==> src/rtl/gcla_pkg.sv <==
package gcla_pkg;
  localparam int DEF_SLICE_W = 4;
  localparam int DEF_SLICES  = 4;
endpackage

==> src/rtl/gcla_lookahead.sv <==
// Generic lookahead unit: fully expanded carries from generate/propagate
// terms and a carry input, plus the reduced generate/propagate of the span.
module gcla_lookahead #(
  parameter int N = 4
) (
  input  logic [N-1:0] gen_i,
  input  logic [N-1:0] prop_i,
  input  logic         cin_i,
  output logic [N-2:0] cmid_o,   // cmid_o[k] = carry into position k+1
  output logic         span_gen_o,
  output logic         span_prop_o
);
  always_comb begin
    logic acc;
    logic prod;
    for (int k = 0; k < N - 1; k++) begin
      acc = 1'b0;
      for (int j = 0; j <= k; j++) begin
        prod = gen_i[j];
        for (int m = j + 1; m <= k; m++) prod = prod & prop_i[m];
        acc = acc | prod;
      end
      prod = cin_i;
      for (int m = 0; m <= k; m++) prod = prod & prop_i[m];
      cmid_o[k] = acc | prod;
    end
  end

  always_comb begin
    logic acc;
    logic prod;
    acc = 1'b0;
    for (int j = 0; j < N; j++) begin
      prod = gen_i[j];
      for (int m = j + 1; m < N; m++) prod = prod & prop_i[m];
      acc = acc | prod;
    end
    span_gen_o = acc;
  end

  assign span_prop_o = &prop_i;
endmodule

==> src/rtl/gcla_slice.sv <==
// One lookahead slice: per-bit terms, internal carries, sum bits.
module gcla_slice #(
  parameter int W = 4
) (
  input  logic [W-1:0] x_i,
  input  logic [W-1:0] y_i,
  input  logic         cin_i,
  output logic [W-1:0] sum_o,
  output logic         slice_gen_o,
  output logic         slice_prop_o
);
  logic [W-1:0] bit_gen;
  logic [W-1:0] bit_prop;
  logic [W-2:0] cmid;
  logic [W-1:0] cbit;

  assign bit_gen  = x_i & y_i;
  assign bit_prop = x_i | y_i;

  gcla_lookahead #(.N(W)) u_la (
    .gen_i      (bit_gen),
    .prop_i     (bit_prop),
    .cin_i      (cin_i),
    .cmid_o     (cmid),
    .span_gen_o (slice_gen_o),
    .span_prop_o(slice_prop_o)
  );

  assign cbit  = {cmid, cin_i};
  // OR-form propagate cannot form the sum; use the true half-sum
  assign sum_o = x_i ^ y_i ^ cbit;
endmodule

==> src/rtl/gcla_adder.sv <==
module gcla_adder
  import gcla_pkg::*;
#(
  parameter int SLICE_W = DEF_SLICE_W,
  parameter int SLICES  = DEF_SLICES
) (
  input  logic                       clk,
  input  logic                       rst,
  input  logic [SLICE_W*SLICES-1:0]  x_in,
  input  logic [SLICE_W*SLICES-1:0]  y_in,
  input  logic                       c_in,
  output logic [SLICE_W*SLICES-1:0]  sum_out,
  output logic                       carry_out,
  output logic                       word_gen,
  output logic                       word_prop
);
  localparam int WIDTH = SLICE_W * SLICES;

  logic [SLICES-1:0] sl_gen;
  logic [SLICES-1:0] sl_prop;
  logic [SLICES-2:0] sl_cmid;
  logic [SLICES-1:0] sl_cin;
  logic [WIDTH-1:0]  sum_c;
  logic              top_gen;
  logic              top_prop;
  logic              cout_c;

  // Second level: carries into each slice, fully expanded from slice terms
  gcla_lookahead #(.N(SLICES)) u_top_la (
    .gen_i      (sl_gen),
    .prop_i     (sl_prop),
    .cin_i      (c_in),
    .cmid_o     (sl_cmid),
    .span_gen_o (top_gen),
    .span_prop_o(top_prop)
  );

  assign sl_cin = {sl_cmid, c_in};
  assign cout_c = top_gen | (top_prop & c_in);

  for (genvar s = 0; s < SLICES; s++) begin : g_slice
    gcla_slice #(.W(SLICE_W)) u_slice (
      .x_i         (x_in[s*SLICE_W +: SLICE_W]),
      .y_i         (y_in[s*SLICE_W +: SLICE_W]),
      .cin_i       (sl_cin[s]),
      .sum_o       (sum_c[s*SLICE_W +: SLICE_W]),
      .slice_gen_o (sl_gen[s]),
      .slice_prop_o(sl_prop[s])
    );
  end

  always_ff @(posedge clk) begin
    if (rst) begin
      sum_out   <= '0;
      carry_out <= 1'b0;
      word_gen  <= 1'b0;
      word_prop <= 1'b0;
    end else begin
      sum_out   <= sum_c;
      carry_out <= cout_c;
      word_gen  <= top_gen;
      word_prop <= top_prop;
    end
  end


  sum_value_chk: assert property (@(posedge clk) disable iff (rst)
    !$past(rst) |-> ({carry_out, sum_out} ==
      ({1'b0, $past(x_in)} + {1'b0, $past(y_in)} + {{WIDTH{1'b0}}, $past(c_in)})));


  gen_forces_carry_chk: assert property (@(posedge clk) disable iff (rst)
    word_gen |-> carry_out);


  prop_passes_carry_chk: assert property (@(posedge clk) disable iff (rst)
    (!$past(rst) && word_prop && !word_gen) |-> (carry_out == $past(c_in)));


  kill_blocks_carry_chk: assert property (@(posedge clk) disable iff (rst)
    (!word_gen && !word_prop) |-> !carry_out);


  reset_clear_chk: assert property (@(posedge clk)
    rst |=> (sum_out == '0 && !carry_out && !word_gen && !word_prop));
endmodule

==> config.mk <==
export PLATFORM = sky130hd
export DESIGN_NAME = gcla_adder
export DESIGN_NICKNAME = d
export VERILOG_FILES = /design/src/rtl/gcla_pkg.sv /design/src/rtl/gcla_lookahead.sv /design/src/rtl/gcla_slice.sv /design/src/rtl/gcla_adder.sv
export SDC_FILE = /design/constraint.sdc
export NUM_CORES = 1
export LEC_CHECK = 0
export ABC_CLOCK_PERIOD_IN_PS = 3550
export CAP_MARGIN = 40
export CORE_MARGIN = 1
export CORE_UTILIZATION = 46
export CTS_BUF_LIST = sky130_fd_sc_hd__clkbuf_8
export DETAILED_ROUTE_END_ITERATION = 10
export PLACE_DENSITY = 0.9
export SETUP_SLACK_MARGIN = 0.5
export SKIP_CTS_REPAIR_TIMING = 1
export SYNTH_ARGS = -nofsm -noshare
export SYNTH_HDL_FRONTEND = slang
export SYNTH_SLANG_ARGS = --single-unit
==> constraint.sdc <==
create_clock -name clk -period 3.55 [get_ports clk]
set_input_delay 0.8875 -clock clk [delete_from_list [all_inputs] [get_ports clk]]
set_output_delay 0.8875 -clock clk [all_outputs]
set_load 0.05 [all_outputs]
==> reports/qor.csv <==
stage;metric;value;unit
timing;Slew HR;0.670;
route;routed vias;1402;
cells_and_area;layout cell share with drive strength beyond 1;0.0757;
floorplan;io pins;54;
job;Max Cap Viol;0;
logic_synthesis;sequential share of the synthesized area;0.225;
cts;CTS Root Cell;clkbuf_8;
cells_and_area;antenna fix cells;0;
setup_path;crit-path max FO;4;
logic_synthesis;Async SR Flop Fraction;0;
cts;number of clock sinks;19;
logic_synthesis;post-synth net total;266;
logic_synthesis;Adder-Cell Fraction of Synth Area;0.285;
timing;RSZ-0062 raised after global routing;false;
cts;CTS tree;done;
cts;clock transition at the registers of the reported paths;0.08;ns
cts;total CTS buffers;3;
cts;Clock Path Buffers;2;
setup_path;CP Capture Type;flip-flop;
global_route;vias in the first global route;1326;
global_route;GR Overflow Total;0;
route;drt pass-1 iters;4;
logic_synthesis;synthesized flop and latch total;19;
logic_synthesis;Netlist Area Pre-Place;1690;sq um
route;DR vias/cell;4.72;
route;DRT iter0 DRCs;8;
floorplan;Die Footprint;3920;sq um
logic_synthesis;count of different cell masters after synthesis;43;
timing;maximum operating frequency;348;MHz
power;PwrDens;325;nW/um^2
floorplan;core area;3420;sq um
cells_and_area;synth-to-layout area growth;38.6;%
logic_synthesis;Synth Instances;195;
logic_synthesis;Synth top cells by count;44 x inv_1, 32 x ha_1, 19 x dfxtp_1;
timing;fin crit share;0.811;
setup_path;CP startpoint kind;input port;
power;leakage power;0.00112;uW
route;DR DRC count;0;
placed_design;gpl congestion;0.812;
route;post-route ant nets;0;
logic_synthesis;Synth top area share;0.237;
setup_path;CP required;3.71;ns
placed_design;I/O Buffers;53;
logic_synthesis;most common cell in the netlist;inv_1;
timing;Setup Viol. Count Final;0;
power;Max rail drop VDD;0.000171;V
timing;final worst slack;0.672;ns
logic_synthesis;Synth area leader;ha_1;
timing;Max Slew Vio Count;0;
logic_synthesis;Area contributors post-synth;ha_1 24%, dfxtp_1 23%, inv_1 9.8%, fa_1 4.7%, a21oi_1 3.6%;
logic_synthesis;xor/xnor cell area share of the yosys netlist;0.0363;
logic_synthesis;Syn Area/Cell;8.66;sq um
floorplan;die height;62.6;um
cells_and_area;Post-Layout Cell Count;297;
cells_and_area;nets;323;
placed_design;Final HPWL DP;2610;um
logic_synthesis;Synth Flop Type;dfxtp_1;
cts;CTS H-Tree Depth;1;
global_route;largest net degree at the start of global routing;23;
timing;post-route minimum period;2.88;ns
global_route;initial antenna violation count;0;
floorplan;Row Count;21;
logic_synthesis;Synth Warn #;0;
timing;Setup TNS Final;0;ns
global_route;gr usage total;0.173;
floorplan;Die X;62.6;um
logic_synthesis;main combinational cell family by area after synthesis;adder cells;
min_path;Hold Path Class;input port to flip-flop;
route;Detailed Route WL;3130;um
timing;slew at the pin with the worst max-slew slack;0.494;ns
placed_design;DP Worst Slack;0.356;ns
timing;Fin. Hold Viols;0;
logic_synthesis;EDFF count, synth;0;
route;wire per inst;10.5;um
setup_path;crit path kind;input port to flip-flop;
setup_path;CP arrival;3.03;ns
logic_synthesis;Post-Synth Simple-Gate Area;0.176;
status;status;completed;
power;total power;761;uW
global_route;first-pass GRT wire length;5510;um
floorplan;Initial Util;0.494;
logic_synthesis;post-synthesis mux area share;0.0215;
timing;Hold WS;1.39;ns
placed_design;Cell Count Post-Placement;293;
logic_synthesis;post-synthesis compound-gate area fraction;0.152;
cell families after synthesis:
kind of cell	Yosys count
buffers and inverters	47
AOI/OAI and AO/OA	35
adders and majority gates	36
xor gates and xnor gates	7
and+or+nand+nor	48
muxes	3
DFF	19
routing by layer:
layer	wire length, um	vias to the layer above	GRT usage
met5	0	-	0
met4	49	0	0.0698
met3	110	5	0.0182
met2	1560	34	0.317
met1	1410	622	0.203
li1	-	741	-
placed cells by master, fill, tap and decap left out, types with 5 or more instances in the layout:
master / n
clkdlybuf4s50_1: 53
nor2b_1: 9
dfxtp_1: 19
ha_1: 32
xnor2_1: 5
nor2_1: 14
inv_1: 44
a21oi_1: 12
worst max-delay path: stages:
cell and delay, ns:
clkdlybuf4s50_1 0.43, inv_1 0.07, ha_1 0.28, nor3b_2 0.10, o31ai_4 0.25, a21boi_2 0.11
nor3_2 0.22, inv_1 0.08, fa_1 0.39, xnor2_1 0.16, nor2_1 0.05
metrics by stage:
step,cell area (sq um),utilization
3_5_place_dp,2280,0.666
4_1_cts,2320,0.680
2_1_floorplan,1690,-
3_3_place_gp,2280,0.666
6_report,2340,0.685
5_1_grt,2340,0.685
state kept, by name, indices dropped and copies added (netlist names):
register / count
carry_out: 1
word_prop: 1
word_gen: 1
sum_out: 16
power by group:
| part | total [uW] | switching, uW | internal (uW) | leakage, uW |
|---|---|---|---|---|
| Clock | 159 | 80.7 | 78.3 | 0.0000255 |
| Combinational | 355 | 201 | 154 | 0.000940 |
| Sequential | 247 | 6.71 | 240 | 0.000158 |
| Total | 761 | 288 | 473 | 0.00112 |
path summary, 6_finish.rpt:
path                    start                     end  slack [ns]  cells past startpoint
worst max-delay path  x_in[6]  sum_out[13]$_SDFF_PP0_        0.67                     11
worst min-delay path  y_in[5]   sum_out[5]$_SDFF_PP0_        1.39                      5
final cells by class:
type	instances	area (sq um)
Inverter	45	169
Sequential cell	19	380
Multi-Input combinational cell	129	1150
Timing Repair Buffer	54	538
Fill cell	307	1080
Clock inverter	1	5.00
Tap cell	46	57.6
Clock buffer	3	41.3
Power figures use the tool's default switching activity.
